**src/rtl/sw_pkg.sv**
```systemverilog
package sw_pkg;
  localparam int unsigned NUM_DIGITS = 4;
  localparam int unsigned DIGIT_W    = 4;
  localparam int unsigned SEG_W      = 7;

  typedef logic [DIGIT_W-1:0] bcd_t;
  typedef logic [SEG_W-1:0]   seg_t;
  typedef bcd_t [NUM_DIGITS-1:0] bcd_vec_t;

  function automatic seg_t seg_encode(input bcd_t d);
    seg_t s;
    case (d)
      4'd0:    s = 7'b1111110;
      4'd1:    s = 7'b1100000;
      4'd2:    s = 7'b1011011;
      4'd3:    s = 7'b1110011;
      4'd4:    s = 7'b1100101;
      4'd5:    s = 7'b0110111;
      4'd6:    s = 7'b0111111;
      4'd7:    s = 7'b1100010;
      4'd8:    s = 7'b1111111;
      4'd9:    s = 7'b1110111;
      default: s = 7'b0000000;
    endcase
    return s;
  endfunction
endpackage

```
**src/rtl/sw_key_edge.sv**
```systemverilog
module sw_key_edge #(
  parameter int unsigned N_KEYS      = 2,
  parameter int unsigned SYNC_STAGES = 2
) (
  input  logic              clk_i,
  input  logic              rst_ni,
  input  logic [N_KEYS-1:0] key_i,
  output logic [N_KEYS-1:0] rise_o
);
  localparam int unsigned SH_W = SYNC_STAGES + 1;

  for (genvar k = 0; k < N_KEYS; k++) begin : g_key
    logic [SH_W-1:0] sh_q;
    always_ff @(posedge clk_i or negedge rst_ni) begin
      if (!rst_ni) sh_q <= '0;
      else         sh_q <= {sh_q[SH_W-2:0], key_i[k]};
    end
    // last sync stage high, previous sample low
    assign rise_o[k] = sh_q[SH_W-2] & ~sh_q[SH_W-1];
  end
endmodule

```
**src/rtl/sw_tick_gen.sv**
```systemverilog
module sw_tick_gen #(
  parameter int unsigned STEP = 100,
  parameter int unsigned MOD  = 4096
) (
  input  logic clk_i,
  input  logic rst_ni,
  input  logic en_i,
  input  logic clr_i,
  output logic tick_o
);
  localparam int unsigned SUM_W = $clog2(MOD + STEP) + 1;

  logic [SUM_W-1:0] acc_q;
  logic [SUM_W-1:0] sum;

  assign sum    = acc_q + SUM_W'(STEP);
  assign tick_o = en_i && (sum >= SUM_W'(MOD));

  always_ff @(posedge clk_i or negedge rst_ni) begin
    if (!rst_ni)     acc_q <= '0;
    else if (clr_i)  acc_q <= '0;
    else if (en_i)   acc_q <= tick_o ? (sum - SUM_W'(MOD)) : sum;
  end
endmodule

```
**src/rtl/sw_bcd_chain.sv**
```systemverilog
module sw_bcd_chain
  import sw_pkg::*;
(
  input  logic     clk_i,
  input  logic     rst_ni,
  input  logic     inc_i,
  input  logic     clr_i,
  output bcd_vec_t digits_o
);
  logic [NUM_DIGITS:0] carry;
  assign carry[0] = inc_i;

  for (genvar i = 0; i < NUM_DIGITS; i++) begin : g_dig
    logic at_max;
    assign at_max     = (digits_o[i] == bcd_t'(9));
    assign carry[i+1] = carry[i] & at_max;

    always_ff @(posedge clk_i or negedge rst_ni) begin
      if (!rst_ni)       digits_o[i] <= '0;
      else if (clr_i)    digits_o[i] <= '0;
      else if (carry[i]) digits_o[i] <= at_max ? '0 : digits_o[i] + bcd_t'(1);
    end
  end
endmodule

```
**src/rtl/sw_seg_bank.sv**
```systemverilog
module sw_seg_bank
  import sw_pkg::*;
(
  input  bcd_vec_t                      digits_i,
  output logic [NUM_DIGITS-1:0][SEG_W-1:0] segs_o
);
  for (genvar i = 0; i < NUM_DIGITS; i++) begin : g_enc
    assign segs_o[i] = seg_encode(digits_i[i]);
  end
endmodule

```
**src/rtl/lap_stopwatch.sv**
```systemverilog
module lap_stopwatch
  import sw_pkg::*;
#(
  parameter int unsigned TICK_STEP = 100,
  parameter int unsigned TICK_MOD  = 4096
) (
  input  logic       clk_i,
  input  logic       rst_ni,
  input  logic       key_run_i,
  input  logic       key_lap_i,
  output logic [6:0] seg_d0_o,
  output logic [6:0] seg_d1_o,
  output logic [6:0] seg_d2_o,
  output logic [6:0] seg_d3_o
);
  logic [1:0] rise;
  logic       run_rise, lap_rise;
  logic       run_q, frozen_q;
  logic       tick, clr;
  bcd_vec_t   cnt, lap_q, shown;
  logic [NUM_DIGITS-1:0][SEG_W-1:0] segs;

  sw_key_edge #(.N_KEYS(2), .SYNC_STAGES(2)) u_keys (
    .clk_i (clk_i),
    .rst_ni(rst_ni),
    .key_i ({key_lap_i, key_run_i}),
    .rise_o(rise)
  );
  assign run_rise = rise[0];
  assign lap_rise = rise[1];

  // run press wins over a simultaneous lap press
  assign clr = lap_rise & ~run_rise & ~run_q;

  always_ff @(posedge clk_i or negedge rst_ni) begin
    if (!rst_ni) begin
      run_q    <= 1'b0;
      frozen_q <= 1'b0;
      lap_q    <= '0;
    end else if (run_rise) begin
      run_q <= ~run_q;
      if (run_q) frozen_q <= 1'b0;
    end else if (lap_rise && run_q) begin
      frozen_q <= ~frozen_q;
      if (!frozen_q) lap_q <= cnt;
    end
  end

  sw_tick_gen #(.STEP(TICK_STEP), .MOD(TICK_MOD)) u_tick (
    .clk_i (clk_i),
    .rst_ni(rst_ni),
    .en_i  (run_q),
    .clr_i (clr),
    .tick_o(tick)
  );

  sw_bcd_chain u_cnt (
    .clk_i   (clk_i),
    .rst_ni  (rst_ni),
    .inc_i   (tick),
    .clr_i   (clr),
    .digits_o(cnt)
  );

  assign shown = frozen_q ? lap_q : cnt;

  sw_seg_bank u_seg (
    .digits_i(shown),
    .segs_o  (segs)
  );

  assign seg_d0_o = segs[0];
  assign seg_d1_o = segs[1];
  assign seg_d2_o = segs[2];
  assign seg_d3_o = segs[3];
endmodule

```
**config.mk**
```make
export PLATFORM = sky130hd
export DESIGN_NAME = lap_stopwatch
export DESIGN_NICKNAME = d
export VERILOG_FILES = /design/src/rtl/sw_pkg.sv /design/src/rtl/sw_key_edge.sv /design/src/rtl/sw_tick_gen.sv /design/src/rtl/sw_bcd_chain.sv /design/src/rtl/sw_seg_bank.sv /design/src/rtl/lap_stopwatch.sv
export SDC_FILE = /design/constraint.sdc
export NUM_CORES = 1
export LEC_CHECK = 0
export BUFFER_PORTS_ARGS = -buffer_cell sky130_fd_sc_hd__buf_2
export CAP_MARGIN = 10
export CORE_ASPECT_RATIO = 0.9
export CORE_MARGIN = 2
export CORE_UTILIZATION = 60
export DETAILED_ROUTE_END_ITERATION = 8
export HOLD_SLACK_MARGIN = 0.12
export PLACE_DENSITY = 0.89
export SETUP_SLACK_MARGIN = 0.05
export SLEW_MARGIN = 20
export SYNTH_ARGS = -nofsm -noshare
export SYNTH_HDL_FRONTEND = slang
export SYNTH_SLANG_ARGS = --single-unit
```
**constraint.sdc**
```tcl
create_clock -name clk_i -period 3.5 [get_ports clk_i]
set_input_delay 0.175 -clock clk_i [delete_from_list [all_inputs] [get_ports clk_i]]
set_output_delay 0.175 -clock clk_i [all_outputs]
set_load 0.01 [all_outputs]
```
## After elaboration in Yosys (flattened, before gate mapping)

Memory sizes are Yosys's and may differ from the RTL's.
Index checks and enable logic that the tools add are counted.
Widths: inputs -> output; s select.

| cells by class | value |
|---|---|
| add/subtract/negate cells | 6 |
| magnitude comparators | 1 |
| equal/unequal tests | 5 |
| multiplexer cells | 19 |
| bitwise operators | 12 |
| reductions and logical operators | 10 |

Operator list:

| kind | number |
|---|---|
| $mux 4 | 12 |
| $mux 14 | 3 |
| $add 4x1->4 const B | 4 |
| $eq 4x4->1 const B | 4 |
| $mux 16 | 1 |
| $add 14x7->14 const B | 1 |
| $ge 14x13->1 const B | 1 |
| $sub 14x13->14 const B | 1 |
| $reduce_bool 2->1 | 6 |
| $and 1x1->1 | 7 |
| $not 1->1 | 5 |
| $reduce_and 2->1 | 2 |
| $mux 1 | 3 |
| $logic_and 1x1->1 | 2 |
| $ne 2x1->1 const B | 1 |

| word-level totals | value |
|---|---|
| register bits after elaboration | 54 |
| ROM bits | 448 |
| input port bits | 4 |
| output and inout port bits | 28 |
| word-level logic and storage cells | 70 |
| memories | 4 |

Memories:

| name | depth | bits a word | read ports | clocked after memory_dff | write ports | RTL line | source |
|---|---|---|---|---|---|---|---|
| (no name shown) | 16 | 7 | 1 | 0 | 0 | sw_pkg.sv:12 | `case (d)` |
| (no name shown) | 16 | 7 | 1 | 0 | 0 | sw_pkg.sv:12 |  |
| (no name shown) | 16 | 7 | 1 | 0 | 0 | sw_pkg.sv:12 |  |
| (no name shown) | 16 | 7 | 1 | 0 | 0 | sw_pkg.sv:12 |  |

## Logic depth before layout (Yosys ltp)

| depth | value |
|---|---|
| word-level depth | 8 |
| depth in mapped cells | 13 |

## Modules after synthesis

From an unflattened synthesis, not the netlist that was laid out.

| second synthesis, totals | value |
|---|---|
| cell total of the unflattened synthesis | 361 |
| area, all modules | 3674.8 µm² |

By module, submodules not included:

| module | times used | cells each | area each (µm²) | sequential area each (µm²) |
|---|---|---|---|---|
| sw_bcd_chain | 1 | 99 | 948.4 | 400.4 |
| lap_stopwatch | 1 | 59 | 945.9 | 450.4 |
| sw_seg_bank | 1 | 111 | 827.0 | 0.0 |
| sw_tick_gen | 1 | 84 | 775.7 | 300.3 |
| sw_key_edge | 1 | 8 | 177.7 | 150.1 |

## Worst setup path after synthesis

OpenSTA, ideal clock, no wires.

| path | value |
|---|---|
| path kind | register to register |
| from | register u_tick.acc_q[2] |
| to | register u_cnt.digits_o[14] in the netlist's numbering |
| library setup time | 139 ps |
| arrival time | 2699 ps |
| slack | 662 ps |
| cell stages (with the launch flop) | 14 |
| path through | dfrtp_1 ha_1 a211o_1 nor3b_1 xnor2_1 inv_1 ha_1 nor2b_1 nand4_1 o41ai_4 buf_4 nand4_1 xnor2_1 nor2_1 |

| between the ends | value |
|---|---|
| longest elaborated chain between the ends | 7 |

RTL lines:

| element | RTL line | source |
|---|---|---|
| from (decl) | sw_tick_gen.sv:13 | `logic [SUM_W-1:0] acc_q;` |
| from (signal assigned) | sw_tick_gen.sv:22 | `else if (en_i) acc_q <= tick_o ? (sum - SUM_W'(MOD)) : sum;` |
| $add 14x7->14 | sw_tick_gen.sv:16 | `assign sum = acc_q + SUM_W'(STEP);` |
| $ge 14x13->1 | sw_tick_gen.sv:17 | `assign tick_o = en_i && (sum >= SUM_W'(MOD));` |
| $logic_and 1x1->1 | sw_tick_gen.sv:17 |  |
| $and 1x1->1 (3 in series) | sw_bcd_chain.sv:16 | `assign carry[i+1] = carry[i] & at_max;` |
| $reduce_bool 2->1 (no source line) | n/a |  |
| to (signal, indexed assignment) | sw_bcd_chain.sv:21 | `else if (carry[i]) digits_o[i] <= at_max ? '0 : digits_o[i] + bcd_t'(1);` |
| to (decl) | sw_bcd_chain.sv:8 | `output bcd_vec_t digits_o` |

No other way between the ends.
A chain may end at the register's enable or synchronous reset.

## Final worst setup path

| path | value |
|---|---|
| from | register u_tick.acc_q[2] |
| to | register u_cnt.digits_o[7] in the netlist's numbering |

| between the ends | value |
|---|---|
| longest elaborated chain between the ends | 5 |

RTL lines:

| element | RTL line |
|---|---|
| $add 14x7->14 | sw_tick_gen.sv:16 |
| $ge 14x13->1 | sw_tick_gen.sv:17 |
| $logic_and 1x1->1 | sw_tick_gen.sv:17 |
| $and 1x1->1 | sw_bcd_chain.sv:16 |
| $reduce_bool 2->1 (no source line) | n/a |

No other way between the ends.

==> impl_metrics.env <==
export IMPL_p_sw_uw=931
export IMPL_vias=2806
export IMPL_antenna_found_initial=0
export IMPL_grt_setup_unrepaired="no"
export IMPL_drt_first_pass_iters=6
export IMPL_start_util=0.633
export IMPL_p_sw_frac=0.396
export IMPL_drc=0
export IMPL_hold_slack_ns=0.197
export IMPL_hold_violations=0
export IMPL_routed_wl_met3_um=305
export IMPL_dp_hpwl_um=4810
export IMPL_ys_seq_elements=52
export IMPL_syn_area_um2=3390
export IMPL_powerDensity_nw_per_um2=627
export IMPL_clock_skew_final_ns=0.0110
export IMPL_drtIter0Drc=195
export IMPL_power_uw=2350
export IMPL_synth_fp_nets=414
export IMPL_numCtsBuffers=5
export IMPL_chipWidth_um=83.2
export IMPL_slew_violations=0
export IMPL_wl_per_cell_um=13.9
export IMPL_synth_top_family_by_area="simple AND/OR/NAND/NOR gates"
export IMPL_port_buffers=31
export IMPL_cts_tree="yes"
export IMPL_wl_met1_um=3020
export IMPL_reg2reg_depth=13
export IMPL_clock_sinks=52
export IMPL_diodes=0
export IMPL_setup_violations=0
export IMPL_timing_slew_headroom=0.512
export IMPL_ys_flop_type="dfrtp_1"
export IMPL_root_buffer="clkbuf_8"
export IMPL_cts_buffer_depth=2
export IMPL_fin_nets=445
export IMPL_gp_congestion=0.872
export IMPL_critPathKind="reg2reg"
export IMPL_crit_path_start_kind="flip-flop"
export IMPL_fin_crit_ns=3.16
export IMPL_synthMuxAreaShare=0.0876
export IMPL_period_share=0.902
export IMPL_grt_max_degree=48
export IMPL_h_tree_depth=2
export IMPL_synth_common_cells="66 x nand2_1, 52 x dfrtp_1, 44 x o21ai_0"
export IMPL_grt_pass1_wl_um=11400
export IMPL_clk_pin_slew_ns=0.09
export IMPL_drive_gt1_frac=0.130
export IMPL_clockPowerShare=0.201
export IMPL_synthXorXnorAreaFrac=0.0440
export IMPL_avgViaCountPerCell=5.83
export IMPL_end_kind="flip-flop"
export IMPL_synth_most_common_cell="nand2_1"
export IMPL_vdd_drop_max_mv=0.544
export IMPL_yosysSeqAreaShare=0.384
export IMPL_syn2layout_area_growth_pct=11.0
export IMPL_clock_latency_ns=0.32
export IMPL_ys_top_cells_by_area="dfrtp_1 38%, ha_1 10%, nand2_1 7.3%, mux2i_1 7.1%, o21ai_0 6.5%"
export IMPL_cts_resized=0
export IMPL_comb_power_share=0.438
export IMPL_syn_inst=383
export IMPL_synth_adder_area_share=0.0998
export IMPL_grtUsageTotal=0.226
export IMPL_syn_area_per_cell_um2=8.84
export IMPL_overflow=0
export IMPL_placed_area_um2=3600
export IMPL_cap_viol_max_count=0
export IMPL_pin_count=32
export IMPL_grt_pass1_vias=2619
export IMPL_holdCritPathClass="in2async"
export IMPL_finalSetupTns_ns=0
export IMPL_synth_top_area_cell="dfrtp_1"
export IMPL_r2r_slack_ns=0.34
export IMPL_routed_top_layer="met4"
export IMPL_p_int_uw=1420
export IMPL_met2WireLength_um=3260
export IMPL_synth_edf_count=0
export IMPL_seqPwrFrac=0.362
export IMPL_core_area_um2=5350
export IMPL_cp_arrival_ns=3.33
export IMPL_synth_distinct_cells=42
export IMPL_rr_endpoint="u_cnt.digits_o[7]"
export IMPL_worstPathRequired_ns=3.68
export IMPL_max_freq_ghz=0.317
export IMPL_async_reset_ff_frac=1.00
export IMPL_startpoint="u_tick.acc_q[2]"
export IMPL_synth_compound_area_frac=0.160
export IMPL_yosys_area_top_type_share=0.384
export IMPL_leakagePower_uw=0.00177
export IMPL_die_h_um=75.3
export IMPL_ant_nets=0
export IMPL_fillCellCount=403
export IMPL_dieArea_um2=6260
export IMPL_synth_simple_gate_area_frac=0.187
export IMPL_cp_max_fo=17
export IMPL_tightest_slew_ns=0.729
export IMPL_rows=25
export IMPL_wl_um=6710
export IMPL_reg2reg_from="u_tick.acc_q[2]"
export IMPL_outcome="completed"
export IMPL_ys_warn_count=0
export IMPL_fin_area_um2=3760
[kinds of logic (layout without fill, tap and decap cells)]
family / Yosys count / after routing
xor gates and xnor gates: 17 / 17
DFF: 52 / 52
AOI/OAI and AO/OA: 88 / 88
adders and majority gates: 27 / 27
and+or+nand+nor: 140 / 140
muxes: 29 / 29
buffers and inverters: 30 / 61
[registers in the layout, indices dropped and copies added, names as in the netlist]
signal             cells
run_q                  1
frozen_q               1
lap_q                 16
u_tick.acc_q          12
u_cnt.digits_o        16
u_keys.g_key.sh_q      6
[cell type report]
class                   count  area, um^2  area share
repair buffers             40         230      0.0613
clock buffers               5        68.8      0.0183
flip-flops and latches     52        1300       0.346
clock inverters             2        60.1      0.0160
well taps                  67        83.8      0.0223
inverters                  14        52.6      0.0140
multi-input cells         301        1960       0.522
[placed cells by master (no fill, tap or decap), types with 3 or more instances in the layout]
cell type and count:
nand4_1 6, nand3b_1 3, nor2b_1 7, a31oi_1 7, mux2_2 5, o21ai_0 44, xnor2_1 8, and3_1 3
inv_1 14, mux2i_1 24, xor2_1 9, dlygate4sd3_1 3, buf_2 31, nand3_1 9, ha_1 27, dfrtp_1 52
a22o_1 4, clkbuf_8 5, nor2_1 33, a21oi_1 20, buf_4 6, nand2_1 66, nand2b_1 3
[stage by stage]
step | instances | utilization | worst slack (ns)
3_5_place_dp | 471 | 0.673 | 0.323
4_1_cts | 481 | 0.702 | 0.308
2_1_floorplan | 383 | - | 0.662
6_report | 481 | 0.702 | 0.344
3_3_place_gp | 471 | 0.673 | 0.520
5_1_grt | 481 | 0.702 | 0.0866
[power by group through the flow]
| stage | registers [uW] | logic (uW) | clock network (uW) |
|---|---|---|---|
| 2_1_floorplan | 805 | 828 | 0 |
| 3_3_place_gp | 850 | 984 | 0 |
| 3_5_place_dp | 858 | 1040 | 0 |
| 4_1_cts | 849 | 1040 | 479 |
| 5_1_grt | 869 | 1160 | 502 |
| 6_report | 851 | 1030 | 473 |
[how the worst max path moves through the flow]
stage	to	slack, ns	depth (start not counted)
floorplan	u_cnt.digits_o[14]	0.66	13
global placement	u_cnt.digits_o[7]	0.52	13
detailed placement	u_cnt.digits_o[7]	0.32	13
CTS	u_cnt.digits_o[7]	0.31	13
global route	u_cnt.digits_o[7]	0.09	13
finish	u_cnt.digits_o[7]	0.34	13
[metal layers]
| metal | up-vias | GRT usage |
|---|---|---|
| met1 | 1340 | 0.281 |
| met5 | - | 0 |
| met3 | 11 | 0.0428 |
| met2 | 70 | 0.400 |
| li1 | 1385 | - |
| met4 | 0 | 0.0911 |
[critical path: stages, from the launching register on]
cell,delay [ns]
dfrtp_1,0.46
ha_1,0.26
a211o_1,0.20
nor3b_1,0.31
xnor2_1,0.17
inv_1,0.08
ha_1,0.14
nor2b_1,0.14
nand4_1,0.16
o41ai_4,0.30
buf_4,0.26
and2_1,0.23
a21boi_0,0.20
o32ai_1,0.11
[what timing repair did]
item / 4_1_cts / 5_1_grt
hold buffers: 3 / 0
endpoints found under the hold margin: 54 / 0
setup buffers: 0 / 0
(Power assumes the default switching activity.)
